===== config.mk =====
export PLATFORM = sky130hd
export DESIGN_NAME = fwd_unit_top
export DESIGN_NICKNAME = d
export VERILOG_FILES = /design/src/rtl/fwd_pkg.sv /design/src/rtl/fwd_stage_reg.sv /design/src/rtl/fwd_src_match.sv /design/src/rtl/fwd_operand_sel.sv /design/src/rtl/fwd_unit_top.sv
export SDC_FILE = /design/constraint.sdc
export NUM_CORES = 1
export LEC_CHECK = 0
export BUFFER_PORTS_ARGS = -buffer_cell sky130_fd_sc_hd__buf_2
export CELL_PAD_IN_SITES_DETAIL_PLACEMENT = 1
export CELL_PAD_IN_SITES_GLOBAL_PLACEMENT = 2
export CORE_MARGIN = 2
export CORE_UTILIZATION = 35
export DETAILED_ROUTE_END_ITERATION = 8
export GPL_TIMING_DRIVEN = 0
export MAX_ROUTING_LAYER = met4
export PLACE_DENSITY = 0.85
export SLEW_MARGIN = 20
export SYNTH_ARGS = -nofsm -noshare
export SYNTH_HDL_FRONTEND = slang
export SYNTH_HIERARCHICAL = 1
export SYNTH_SLANG_ARGS = --single-unit

===== constraint.sdc =====
create_clock -name clk -period 1.6 [get_ports clk]
set_clock_uncertainty 0.15 [all_clocks]
set_input_delay 0.32 -clock clk [delete_from_list [all_inputs] [get_ports clk]]
set_output_delay 0.32 -clock clk [all_outputs]
set_load 0.01 [all_outputs]

===== src/rtl/fwd_pkg.sv =====
package fwd_pkg;
  // Operand source encoding shared by the selector and the checker.
  typedef enum logic [1:0] {
    SEL_RF    = 2'b00,
    SEL_WBACK = 2'b01,
    SEL_MEMST = 2'b10
  } fwd_sel_e;

  localparam int DEF_REG_W = 5;
  localparam int NUM_OPS   = 2;
endpackage


===== src/rtl/fwd_stage_reg.sv =====
module fwd_stage_reg #(
  parameter int WIDTH = 6
) (
  input  logic             clk,
  input  logic             rst_n,
  input  logic             en,
  input  logic [WIDTH-1:0] d,
  output logic [WIDTH-1:0] q
);
  logic [WIDTH-1:0] q_next;

  always_comb begin
    q_next = q;
    if (en) q_next = d;
  end

  always_ff @(posedge clk or negedge rst_n) begin
    if (!rst_n) q <= '0;
    else        q <= q_next;
  end
endmodule


===== src/rtl/fwd_src_match.sv =====
module fwd_src_match #(
  parameter int REG_W = 5
) (
  input  logic [REG_W-1:0] src,
  input  logic             prod_wr,
  input  logic [REG_W-1:0] prod_rd,
  output logic             hit
);
  logic rd_live;

  // register 0 is hardwired, so it never carries a forwardable value
  assign rd_live = prod_wr && (prod_rd != '0);
  assign hit     = rd_live && (prod_rd == src);
endmodule


===== src/rtl/fwd_operand_sel.sv =====
module fwd_operand_sel (
  input  logic       hit_near,
  input  logic       hit_far,
  output logic [1:0] sel
);
  import fwd_pkg::*;
  fwd_sel_e pick;

  always_comb begin
    pick = SEL_RF;
    if (hit_near)     pick = SEL_MEMST;
    else if (hit_far) pick = SEL_WBACK;
  end

  assign sel = pick;
endmodule


===== src/rtl/fwd_unit_top.sv =====
module fwd_unit_top #(
  parameter int REG_W = fwd_pkg::DEF_REG_W
) (
  input  logic             clk,
  input  logic             rst_n,
  input  logic             step_en,
  input  logic [REG_W-1:0] dec_rs,
  input  logic [REG_W-1:0] dec_rt,
  input  logic [REG_W-1:0] dec_rd,
  input  logic             dec_wr,
  output logic [1:0]       sel_a,
  output logic [1:0]       sel_b
);
  localparam int NOPS   = fwd_pkg::NUM_OPS;
  localparam int PROD_W = REG_W + 1;
  localparam int IDEX_W = 3 * REG_W + 1;

  // reset: asserted at once, released through two flops
  logic rst_meta, rst_n_sync;
  always_ff @(posedge clk or negedge rst_n) begin
    if (!rst_n) begin
      rst_meta   <= 1'b0;
      rst_n_sync <= 1'b0;
    end else begin
      rst_meta   <= 1'b1;
      rst_n_sync <= rst_meta;
    end
  end

  // decode/execute latch: sources, destination and write flag
  logic [IDEX_W-1:0] idex_q;
  fwd_stage_reg #(.WIDTH(IDEX_W)) u_idex (
    .clk(clk), .rst_n(rst_n_sync), .en(step_en),
    .d({dec_wr, dec_rd, dec_rt, dec_rs}), .q(idex_q)
  );

  logic [REG_W-1:0] id_rs_q, id_rt_q, id_rd_q;
  logic             id_wr_q;
  assign {id_wr_q, id_rd_q, id_rt_q, id_rs_q} = idex_q;

  // memory-stage latch: producer fields only
  logic [PROD_W-1:0] exmem_q;
  fwd_stage_reg #(.WIDTH(PROD_W)) u_exmem (
    .clk(clk), .rst_n(rst_n_sync), .en(step_en),
    .d({id_wr_q, id_rd_q}), .q(exmem_q)
  );

  logic [REG_W-1:0] ex_rd_q;
  logic             ex_wr_q;
  assign {ex_wr_q, ex_rd_q} = exmem_q;

  // write-back latch
  logic [PROD_W-1:0] memwb_q;
  fwd_stage_reg #(.WIDTH(PROD_W)) u_memwb (
    .clk(clk), .rst_n(rst_n_sync), .en(step_en),
    .d(exmem_q), .q(memwb_q)
  );

  logic [REG_W-1:0] wb_rd_q;
  logic             wb_wr_q;
  assign {wb_wr_q, wb_rd_q} = memwb_q;

  // per-operand comparison and priority
  logic [NOPS-1:0][REG_W-1:0] src_vec;
  logic [NOPS-1:0][1:0]       sel_vec;
  assign src_vec[0] = id_rs_q;
  assign src_vec[1] = id_rt_q;

  for (genvar op = 0; op < NOPS; op++) begin : g_op
    logic hit_near, hit_far;

    fwd_src_match #(.REG_W(REG_W)) u_near (
      .src(src_vec[op]), .prod_wr(ex_wr_q), .prod_rd(ex_rd_q), .hit(hit_near)
    );
    fwd_src_match #(.REG_W(REG_W)) u_far (
      .src(src_vec[op]), .prod_wr(wb_wr_q), .prod_rd(wb_rd_q), .hit(hit_far)
    );
    fwd_operand_sel u_sel (
      .hit_near(hit_near), .hit_far(hit_far), .sel(sel_vec[op])
    );
  end

  assign sel_a = sel_vec[0];
  assign sel_b = sel_vec[1];
endmodule


; Word level (Yosys, flattened, before mapping)
; Cells that the tools add are included.
[totals]
regBits = 30
latchBits = 0
ram_bits = 0
romBits = 0
inputBits = 19
output_inout_bits = 4
elab_cells = 21
n_memories = 0
[op_classes]
addsub = 0
multipliers = 0
n_div = 0
n_lt_le_gt_ge = 0
n_eq_ne = 4
shift = 0
n_mux = 4
bitwise = 0
reduce_logical = 8
[op_table]
columns = op, count
row1 = equality test 5 bit, 4
row2 = nonzero test 5 bit, 2
row3 = logical AND 1 bit, 6
row4 = 2-to-1 mux 2 bit, 2
row5 = 2-to-1 mux 1 bit, 2

; Depth between registers and ports, before layout
; Gate-level depths: netlist of run 1.
[logic_depth]
word_depth = 5
ltp_mapped = 4
mapped_depth_nobuf = 4

; Hierarchy
; Netlist of run 1, hierarchy kept.
[by_module_without_submodules]
columns = module, n_inst, cells_per_inst, area_each_um2, seq_area_each_um2
row1 = fwd_stage_reg at u_idex, 1, 34, 649.4, 400.4
row2 = fwd_stage_reg at u_exmem ..., 2, 13, 251.5, 150.1
row3 = fwd_src_match, 4, 10, 76.3, 0.0
row4 = fwd_unit_top, 1, 3, 53.8, 50.0
row5 = fwd_operand_sel, 2, 2, 21.3, 0.0

; Least setup slack after synthesis of run 1
; No wires, ideal clock.
[synth_path]
kind = flip-flop to output port
start = register u_exmem.q[3]
end = output port sel_a[1]
arrival_ps = 1142
required_time_ps = 1130
setup_slack_ps = -12
stages_incl_launch_ff = 5
path_buffers = 1
path_cell_list = dfrtp_1 -> xor2_1 -> nor3_1 -> and4_1 -> buf_4
[synth_between]
elab_chain_cells = 4
elab_cells_between_ends = 5
[synth_lines]
columns = element, line_no
row1 = "start, declared", fwd_stage_reg.sv:8  ; output logic [WIDTH-1:0] q
row2 = "start signal, assigned", fwd_stage_reg.sv:19  ; else q <= q_next;
row3 = nonzero test 5 bit, fwd_src_match.sv:12  ; assign rd_live = prod_wr && (prod_rd != '0);
row4 = logical AND 1 bit, fwd_src_match.sv:12
row5 = logical AND 1 bit (*), fwd_src_match.sv:13  ; assign hit = rd_live && (prod_rd == src);
row6 = net g_op[0].hit_near, fwd_unit_top.sv:70  ; logic hit_near, hit_far;
row7 = 2-to-1 mux 2 bit (*), fwd_operand_sel.sv:11  ; if (hit_near) pick = SEL_MEMST;
row8 = "end, declared", fwd_unit_top.sv:11  ; output logic [1:0] sel_a,
; Mark *: on every way through the listed nets, which the timed path passes. The rest lies on a longest branch.

; Worst setup path after layout of run 1
[layout_path]
start = register u_exmem.q[3]
end = output port sel_b[1]
[layout_between]
elab_chain_cells = 4
elab_cells_between_ends = 5
[layout_lines]
columns = element, line_no
row1 = nonzero test 5 bit, fwd_src_match.sv:12
row2 = logical AND 1 bit, fwd_src_match.sv:12
row3 = logical AND 1 bit (*), fwd_src_match.sv:13
row4 = net g_op[1].hit_near, fwd_unit_top.sv:70
row5 = 2-to-1 mux 2 bit (*), fwd_operand_sel.sv:11
row6 = "end, declared", fwd_unit_top.sv:12  ; output logic [1:0] sel_b
; Marks and branches as above.

==> flow_metrics.py, run 1 <==
metrics = {
    "routing": {
        "viasPerCell": 4.92,
        "drt-initial-drc-count": 19,
        "drc": 0,
        "drt_first_pass_iters": 4,
        "num_vias": 965,
        "drtAntennaViolNets": 0,
        "drt_wl_total_um": 3300,
        "wire_per_inst_um": 16.8,
    },
    "sta": {
        "tns_ns": -1.78,
        "finalCriticalPeriod_ns": 2.06,
        "setup_violations": 4,
        "slew_violations": 0,
        "rsz0062_at_grt": "true",
        "hold_viol": 0,
        "slew_headroom_pct": 59.7,
        "worst_slew_pin_slew_ns": 0.605,
        "fin_crit_sh_pct": 129,
        "hold_ws_ns": 0.118,
        "setup_slack_ns": -0.465,
        "max_freq_ghz": 0.484,
    },
    "run_status": {
        "outcome": "finished with violations",
        "violations": "negative setup slack",
    },
    "pwr": {
        "p_leak_nw": 0.878,
        "switching_share_pct": 28.0,
        "power_report.internal_total_mw": 1.45,
        "pwr-share-comb_pct": 21.3,
        "power_density_mw_per_mm2": 1040,
        "p_seq_share_pct": 51.1,
        "finalPower_mw": 2.02,
        "clkPwrFrac_pct": 27.6,
        "ir_drop_mv": 0.589,
        "switching_power_mw": 0.565,
    },
    "setup_path": {
        "worstSetupStartpointType": "flop",
        "rr_startpoint": "u_exmem/q[2]",
        "reg2reg_setup_slack_ns": 0.44,
        "endpoint_kind": "primary output",
        "cp_max_fo": 5,
        "timing.rr.end": "u_exmem/q[2]",
        "slowest_delay_ns": 0.47,
        "cp_common_cell": "buf_6",
        "crit_path_start": "u_exmem/q[3]",
        "critPathTopFamily": "simple AND/OR/NAND/NOR gates",
        "worstSetupPathType": "reg -> out",
        "cp_slowest_cell": "dfrtp_2",
        "critPathRequiredTime_ns": 1.13,
        "worstPathCellList": "xor2_1, nor3_1, and4_4, buf_6, buf_6",
        "path_buf_inv": 2,
        "worstRegToRegCells": 2,
        "cp.arrival_ns": 1.59,
    },
    "clock_tree": {
        "htreeDepth": 2,
        "root_buffer": "clkbuf_8",
        "clock_sinks": 30,
        "clk_pin_slew_ns": 0.06,
        "cts_buffers": 5,
        "clock_path_buffers": 2,
        "cts_tree": "done",
        "insertion_delay_ns": 0.27,
    },
    "floorplan": {
        "start_util_pct": 35.9,
        "die_h_um": 70.6,
        "core_area_mm2": 0.00432,
        "die_w_um": 70.6,
        "dieArea_mm2": 0.00499,
        "io_pins": 23,
        "rows": 24,
    },
    "place": {
        "port_buffers": 21,
        "dpl.hpwl_um": 2310,
        "dp_cells": 180,
        "gp_congestion": 0.764,
    },
    "finish": {
        "instances_no_fill": 196,
        "area_growth_pct": 24.6,
        "final_core_util_pct": 44.8,
        "drive_above_1_share_pct": 59.0,
        "fillers": 463,
        "nNetsFinal": 163,
        "antenna_cells": 0,
    },
    "worst_hold_path": {
        "hold_depth": 2,
        "min_path_type": "in -> reg",
        "worstHoldStart": "dec_rs[4]",
        "hold_path_end": "u_idex/q[4]",
    },
    "yosys": {
        "synthCells": 107,
        "yosysSeqAreaShare_pct": 48.3,
        "syn_area_mm2": 0.00155,
        "synth_flop_cell": "dfrtp_1",
        "synth_edf_count": 0,
        "syn_area_per_cell_um2": 14.5,
        "syn_nets": 126,
        "yosysUniqueCellTypes": 16,
        "async_flop_share_pct": 100,
        "synth_seq_cells": 30,
        "yosys_warnings": 6,
    },
    "grt": {
        "grt_pass1_wl_um": 5490,
        "antenna_found_initial": 0,
        "grt_usage_pct": 15.2,
        "first_global_vias": 1104,
        "grt_max_degree": 29,
        "grt_overflow_total": 0,
    },
    "job": {
        "drv_cap": 0,
    },
}
[per-layer routing]
| layer | wire (µm) | GRT usage, % |
|---|---|---|
| met5 | 0 | - |
| met4 | 49 | 7.97 |
| met3 | 117 | 5.13 |
| met2 | 1830 | 24.6 |
| met1 | 1300 | 16.6 |
[cell usage after synthesis (3+ instances only)]
| cell | number | share of area (%) |
|---|---|---|
| dfrtp_1 | 30 | 48 |
| xnor2_1 | 4 | 2.3 |
| and4_1 | 4 | 2.3 |
| nor4_2 | 4 | 3.2 |
| o21ai_1 | 4 | 1.3 |
| xor2_1 | 12 | 6.8 |
| mux2_2 | 6 | 4.3 |
| buf_6 | 3 | 2.2 |
| mux2_4 | 22 | 21 |
| nand2_1 | 4 | 0.97 |
| nor3_1 | 4 | 1.3 |
| or2_0 | 4 | 1.6 |
[power groups by stage]
| stage | registers (mW) | logic (mW) | clock network (mW) |
|---|---|---|---|
| 6_report | 1.03 | 0.429 | 0.556 |
| 2_1_floorplan | 0.981 | 0.288 | 0 |
| 4_1_cts | 1.02 | 0.406 | 0.577 |
| 5_1_grt | 1.05 | 0.465 | 0.626 |
| 3_3_place_gp | 1.02 | 0.326 | 0 |
| 3_5_place_dp | 1.04 | 0.347 | 0 |
[logic make-up (layout without fill, tap and decap cells)]
logic type | count (synthesis) | in the layout | share of synthesized area [%]
AO/OA/AOI/OAI | 4 | 4 | 1.29
AND/OR/NAND/NOR | 22 | 22 | 11.1
flip-flops | 30 | 30 | 48.3
XOR/XNOR | 16 | 16 | 9.02
multiplexers | 28 | 28 | 25.6
other | 1 | 1 | 0.241
buffers and inverters | 6 | 43 | 4.43
[cell usage in the layout, fill, tap and decap left out, types with 2 or more instances in the layout]
cell | Yosys | layout
nor2b_4 | 2 | 2
xor2_1 | 12 | 12
dfrtp_1 | 30 | 21
and4_4 | 0 | 2
mux2_2 | 6 | 6
and4_1 | 4 | 2
clkbuf_1 | 0 | 2
buf_2 | 0 | 17
o21ai_1 | 4 | 4
clkbuf_8 | 0 | 5
buf_4 | 2 | 8
buf_6 | 3 | 9
nand2_1 | 4 | 4
nor3_1 | 4 | 4
xnor2_1 | 4 | 4
nor4_2 | 4 | 2
nor4_4 | 0 | 2
or2_0 | 4 | 4
dfrtp_2 | 0 | 9
mux2_4 | 22 | 22
[sequential cells by signal (all words and copies together), names as in the netlist]
register	count
u_memwb/q	6
u_idex/q	16
u_exmem/q	6
rst_meta	1
rst_n_sync	1
[area by class of cell]
cell class                 count  area (µm²)  area share, %
buffer                         6        72.6           3.75
clock buffer                   7        76.3           3.94
multi-input combinational     71         757           39.1
sequential                    30         762           39.3
tap                           52        65.1           3.36
timing repair buffer          30         204           10.5
[per-stage QoR]
stage	cell area (µm²)	setup WS (ns)
final	1940	-0.465
after global routing	1940	-0.540
after CTS	1900	-0.509
after detailed placement	1730	-0.257
after global placement	1730	-0.231
after floorplan	1560	0.00657
[worst register-to-register path, stage by stage, from the launching register on]
cell	delay, ns
dfrtp_2	0.48
buf_4	0.16
mux2_4	0.26
[how the worst max path moves through the flow]
stage / to / slack (ns) / cells after the start
after global placement: sel_a[1] / -0.23 / 5
final: sel_b[1] / -0.46 / 5
after floorplan: sel_a[1] / 0.007 / 4
after detailed placement: sel_a[1] / -0.26 / 5
after global routing: sel_b[1] / -0.54 / 5
after CTS: sel_a[1] / -0.51 / 5
[timing repair]
item	CTS	global route
buffers inserted	6	2
hold buffers	1	0
endpoints found under the hold margin	2	0
gates cloned	0	0
pin swaps	11	9
endpoints found under the setup margin	4	4
resized for setup	14	4
Power figures use the tool's default switching activity.
==> run 2, diff against run 1 <==
==> constraint.sdc (replaced) <==
create_clock -name clk -period 1.6 [get_ports clk]
set_clock_uncertainty 0.15 [all_clocks]
set_input_delay 0.16 -clock clk [delete_from_list [all_inputs] [get_ports clk]]
set_output_delay 0.16 -clock clk [all_outputs]
set_load 0.01 [all_outputs]
==> run 2 against run 1 <==
  * The run still ends with negative setup slack left
  * Non-clock buffer count increased by 15
  * Worst setup slack better by 0.12 ns
  * Via count is 3.3% higher
  * Sequential share of layout area is 3.4 points lower
  * Combinational power grew 7.2%
  * Worst hold slack worse by 0.094 ns
  * Fmax grew 6.4%
  * Total power up 4.6%
  * Core utilization rose by 4.3 points
  * Clock power grew 13%
  * Global-route usage fell by 0.76 points
  * Final cell count grew 8.2%
  * Largest cell class is now multi-input gates
  * Largest power group unchanged
  * Highest routed layer unchanged
==> flow_metrics.py, run 2 (same netlist as run 1, synthesis figures left out) <==
metrics = {
    "routing": {
        "drtAntennaViolNets": 0,
        "drt-initial-drc-count": 12,
        "wire_per_inst_um": 15.3,
        "drt_wl_total_um": 3240,
        "drt_first_pass_iters": 3,
        "drc": 0,
        "num_vias": 997,
        "viasPerCell": 4.70,
    },
    "job": {
        "drv_cap": 0,
    },
    "sta": {
        "setup_slack_ns": -0.341,
        "rsz0062_at_grt": "true",
        "worst_slew_pin_slew_ns": 0.615,
        "hold_viol": 0,
        "setup_violations": 4,
        "slew_violations": 0,
        "finalCriticalPeriod_ns": 1.94,
        "max_freq_ghz": 0.515,
        "slew_headroom_pct": 59.0,
        "fin_crit_sh_pct": 121,
        "hold_ws_ns": 0.0237,
    },
    "worst_hold_path": {
        "worstHoldStart": "step_en",
        "hold_path_end": "u_idex/q[15]",
        "min_path_type": "in -> reg",
        "hold_depth": 2,
    },
    "setup_path": {
        "cp_max_fo": 6,
        "worstSetupPathType": "reg -> out",
        "crit_path_start": "u_exmem/q[1]",
        "worstSetupStartpointType": "flop",
        "reg2reg_setup_slack_ns": 0.38,
        "endpoint_kind": "primary output",
        "timing.rr.end": "u_exmem/q[3]",
        "worstRegToRegCells": 3,
        "rr_startpoint": "u_exmem/q[3]",
        "cp.arrival_ns": 1.63,
        "critPathRequiredTime_ns": 1.29,
    },
    "clock_tree": {
        "root_buffer": "clkbuf_8",
        "clock_sinks": 30,
        "cts_tree": "done",
        "insertion_delay_ns": 0.28,
        "clk_pin_slew_ns": 0.07,
        "clock_path_buffers": 2,
        "cts_buffers": 5,
        "htreeDepth": 2,
    },
    "pwr": {
        "ir_drop_mv": 0.588,
        "power_density_mw_per_mm2": 994,
        "p_leak_nw": 0.950,
    },
    "finish": {
        "area_growth_pct": 36.6,
        "antenna_cells": 0,
        "layout.cells.most_common": "mux2_4",
        "final_cell_mix": "mux2_4 (22), dfrtp_1 (20), dlygate4sd3_1 (17), buf_2 (17), xor2_1 (11)",
        "final_core_util_pct": 49.1,
        "reg_top3": "u_idex/q: 16 flops, u_exmem/q: 6 flops, u_memwb/q: 6 flops",
        "largest_register_ff_count": 16,
        "nNetsFinal": 178,
        "drive_above_1_share_pct": 56.9,
        "regMostFlops": "u_idex/q",
        "instances_no_fill": 212,
    },
    "grt": {
        "grt_overflow_total": 0,
        "grt_usage_pct": 14.4,
        "first_global_vias": 1123,
        "grt_max_degree": 29,
        "antenna_found_initial": 0,
        "grt_pass1_wl_um": 5230,
    },
    "place": {
        "gp_congestion": 0.744,
        "port_buffers": 21,
        "dpl.hpwl_um": 2190,
        "dp_cells": 180,
    },
    "floorplan": {
        "core_area_mm2": 0.00432,
        "io_pins": 23,
        "die_w_um": 70.6,
        "dieArea_mm2": 0.00499,
        "start_util_pct": 35.9,
        "die_h_um": 70.6,
        "rows": 24,
    },
    "run_status": {
        "violations": "negative setup slack",
        "outcome": "finished with violations",
    },
}
-- run 2: critical path: stages, from the launching register on --
cell and delay [ns]:
dfrtp_2 0.48, xor2_1 0.18, nor3_2 0.22, and4_4 0.28
buf_6 0.10, buf_6 0.09
-- run 2: worst max path at each step --
| stage | slack, ns | cells past startpoint | endpoint |
|---|---|---|---|
| 2_1_floorplan | 0.15 | 4 | sel_a[1] |
| 3_3_place_gp | -0.08 | 5 | sel_b[1] |
| 3_5_place_dp | -0.13 | 5 | sel_b[1] |
| 4_1_cts | -0.36 | 5 | sel_b[1] |
| 5_1_grt | -0.43 | 6 | sel_b[1] |
| 6_report | -0.34 | 5 | sel_b[1] |
-- run 2: final cells by class --
type,count,area (µm²)
clock inverter,2,12.5
multi-input combinational,71,766
clock buffer,6,82.6
sequential,30,763
tap,52,65.1
fill,456,2200
buffer,6,76.3
timing repair buffer,45,357
-- run 2: metrics by stage --
| stage | power (mW) | setup TNS [ns] | worst slack (ns) | area, µm² |
|---|---|---|---|---|
| floorplan | 1.27 | 0 | 0.148 | 1550 |
| global placement | 1.35 | -0.218 | -0.0847 | 1720 |
| detailed placement | 1.38 | -0.369 | -0.133 | 1720 |
| CTS | 2.09 | -1.32 | -0.365 | 2060 |
| global route | 2.23 | -1.62 | -0.426 | 2120 |
| finish | 2.11 | -1.30 | -0.341 | 2120 |
-- run 2: where the power goes --
group	internal, mW	switching, mW
Sequential	0.863	0.159
Combinational	0.313	0.148
Clock	0.345	0.282
Total	1.52	0.589
-- run 2: repair_timing --
action | 4_1_cts | 5_1_grt
buffers inserted | 5 | 2
gates cloned | 0 | 0
hold buffers | 17 | 0
resized for setup | 10 | 14
setup endpoints to repair | 4 | 4
hold endpoints to repair | 18 | 0
pin swaps | 6 | 10
-- run 2: layer usage --
metal	wire, µm	GRT usage (%)	part of all wire (%)	vias up
met3	64	3.99	2.0	4
met4	74	8.18	2.3	0
li1	-	-	-	474
met5	0	-	0	-
met2	1740	23.7	54	14
met1	1360	15.8	42	505
==> run 3, diff against run 2 <==
--- a/config.mk
+++ b/config.mk
@@ -12,2 +12,3 @@
 export CORE_UTILIZATION = 35
+export CTS_CLUSTER_SIZE = 10
 export DETAILED_ROUTE_END_ITERATION = 8
@@ -15,3 +16,3 @@
 export MAX_ROUTING_LAYER = met4
-export PLACE_DENSITY = 0.85
+export PLACE_DENSITY_LB_ADDON = 0.1
 export SLEW_MARGIN = 20
==> constraint.sdc (replaced) <==
create_clock -name clk -period 1.6 [get_ports clk]
set_clock_uncertainty 0.15 [all_clocks]
set_input_delay 0.24 -clock clk [delete_from_list [all_inputs] [get_ports clk]]
set_output_delay 0.24 -clock clk [all_outputs]
set_load 0.01 [all_outputs]
==> run 3 against run 2 <==
  * The flow still finishes with violations (negative setup slack)
  * Core utilization decreased by 3.4 points
  * Routed wire length decreased by 5.5%
  * Global-route usage decreased by 0.45 points
  * Total power decreased by 0.41%
  * Design area decreased by 7.0%
  * Register-to-register slack improved by 0.07 ns
==> flow_metrics.py, run 3 (same netlist as run 1, synthesis figures left out) <==
metrics = {
    "setup_path": {
        "reg2reg_setup_slack_ns": 0.45,
        "cp.arrival_ns": 1.57,
        "cp_max_fo": 6,
        "timing.rr.end": "u_exmem/q[1]",
        "worstRegToRegCells": 2,
        "rr_startpoint": "u_exmem/q[1]",
        "crit_path_start": "u_exmem/q[1]",
        "worstSetupPathType": "reg -> out",
        "endpoint": "sel_a[1]",
        "worstSetupStartpointType": "flop",
        "critPathRequiredTime_ns": 1.21,
        "endpoint_kind": "primary output",
    },
    "finish": {
        "final_cell_mix": "mux2_4 (22), dfrtp_1 (20), buf_2 (17)",
        "reg_top3": "u_idex/q: 16 flops, u_exmem/q: 6 flops, u_memwb/q: 6 flops",
        "layout.cells.most_common": "mux2_4",
        "drive_above_1_share_pct": 63.5,
        "finalInstanceArea_mm2": 0.00197,
        "regMostFlops": "u_idex/q",
        "instances_no_fill": 200,
        "area_growth_pct": 27.0,
        "antenna_cells": 0,
        "nNetsFinal": 166,
        "largest_register_ff_count": 16,
    },
    "sta": {
        "max_freq_ghz": 0.511,
        "setup_violations": 4,
        "tns_ns": -1.38,
        "fin_crit_sh_pct": 122,
        "finalCriticalPeriod_ns": 1.96,
        "worst_slew_pin_slew_ns": 0.619,
        "setup_slack_ns": -0.357,
        "slew_headroom_pct": 58.7,
        "rsz0062_at_grt": "true",
        "slew_violations": 0,
        "hold_viol": 0,
    },
    "pwr": {
        "power_density_mw_per_mm2": 1060,
        "finalPower_mw": 2.10,
        "p_leak_nw": 0.899,
        "ir_drop_mv": 0.453,
    },
    "clock_tree": {
        "cts_tree": "done",
        "cts_buffers": 5,
        "root_buffer": "clkbuf_8",
        "clk_pin_slew_ns": 0.06,
        "clock_sinks": 30,
        "htreeDepth": 2,
        "clock_path_buffers": 2,
        "insertion_delay_ns": 0.28,
    },
    "place": {
        "dpl.hpwl_um": 2180,
        "dp_cells": 180,
        "dp_worst_setup_slack_ns": -0.193,
        "gp_congestion": 0.693,
        "dpl_cell_area_mm2": 0.00173,
        "port_buffers": 21,
    },
    "routing": {
        "drt-initial-drc-count": 21,
        "wire_per_inst_um": 15.3,
        "drtAntennaViolNets": 0,
        "num_vias": 934,
        "drt_first_pass_iters": 2,
        "drt_wl_total_um": 3060,
        "viasPerCell": 4.67,
        "drc": 0,
    },
    "grt": {
        "grt_overflow_total": 0,
        "first_global_vias": 1022,
        "grt_pass1_wl_um": 5060,
        "grt_usage_pct": 14.0,
        "grt_max_degree": 29,
        "antenna_found_initial": 0,
    },
    "worst_hold_path": {
        "min_path_type": "in -> reg",
    },
    "floorplan": {
        "rows": 24,
        "die_w_um": 70.6,
        "start_util_pct": 35.9,
        "die_h_um": 70.6,
        "core_area_mm2": 0.00432,
        "dieArea_mm2": 0.00499,
        "io_pins": 23,
    },
    "run_status": {
        "violations": "negative setup slack",
        "outcome": "finished with violations",
    },
    "job": {
        "drv_cap": 0,
    },
}
[run 3: layout make-up]
cell class	count	area (µm²)
clock buffers	6	82.6
well taps	52	65.1
multi-input cells	71	758
clock inverters	2	12.5
plain buffers	6	72.6
flip-flops and latches	30	763
fillers	469	2350
repair buffers	33	219
[run 3: how the worst min path moves through the flow]
stage / startpoint / end / slack (ns) / depth (start not counted)
after global routing: dec_rt[1] / u_idex/q[6] / 0.03 / 2
after floorplan: rst_n / rst_meta / -0.21 / 0
after global placement: rst_n / rst_n_sync / -0.13 / 1
after detailed placement: rst_n / rst_meta / -0.12 / 1
final: dec_rs[4] / u_idex/q[4] / 0.04 / 2
after CTS: dec_rs[4] / u_idex/q[4] / 0.03 / 2
[run 3: metal layers]
metal  vias to the layer above  track usage [%]  wire length, µm
li1                        447                -                -
met1                       464             17.6             1440
met2                        17             21.2             1490
met3                         6             3.85               74
met4                         0             6.29               59
met5                         -                -                0
[run 3: timing repair]
action | in CTS | in global routing
endpoints found under the setup margin | 4 | 4
hold endpoints to repair | 2 | 0
buffers inserted | 8 | 3
hold buffers | 1 | 0
resized for setup | 16 | 4
pin swaps | 7 | 5
[run 3: power breakdown]
group	leakage, nW	switching [mW]	total [mW]	internal, mW
clock	0.0472	0.287	0.632	0.345
combinational	0.510	0.141	0.448	0.307
sequential	0.341	0.158	1.02	0.863
total	0.899	0.586	2.10	1.51
[run 3: through the flow]
step / util [%] / hold slack, ns
floorplan: - / -0.206
global placement: 39.9 / -0.125
detailed placement: 39.9 / -0.122
CTS: 44.7 / 0.0281
global route: 45.6 / 0.0320
finish: 45.6 / 0.0386
[run 3: worst max-delay path, cell delays in order, from the launching register on]
cell	delay, ns
dfrtp_2	0.47
xor2_1	0.16
nor3_1	0.21
and4_4	0.28
buf_6	0.09
buf_6	0.08
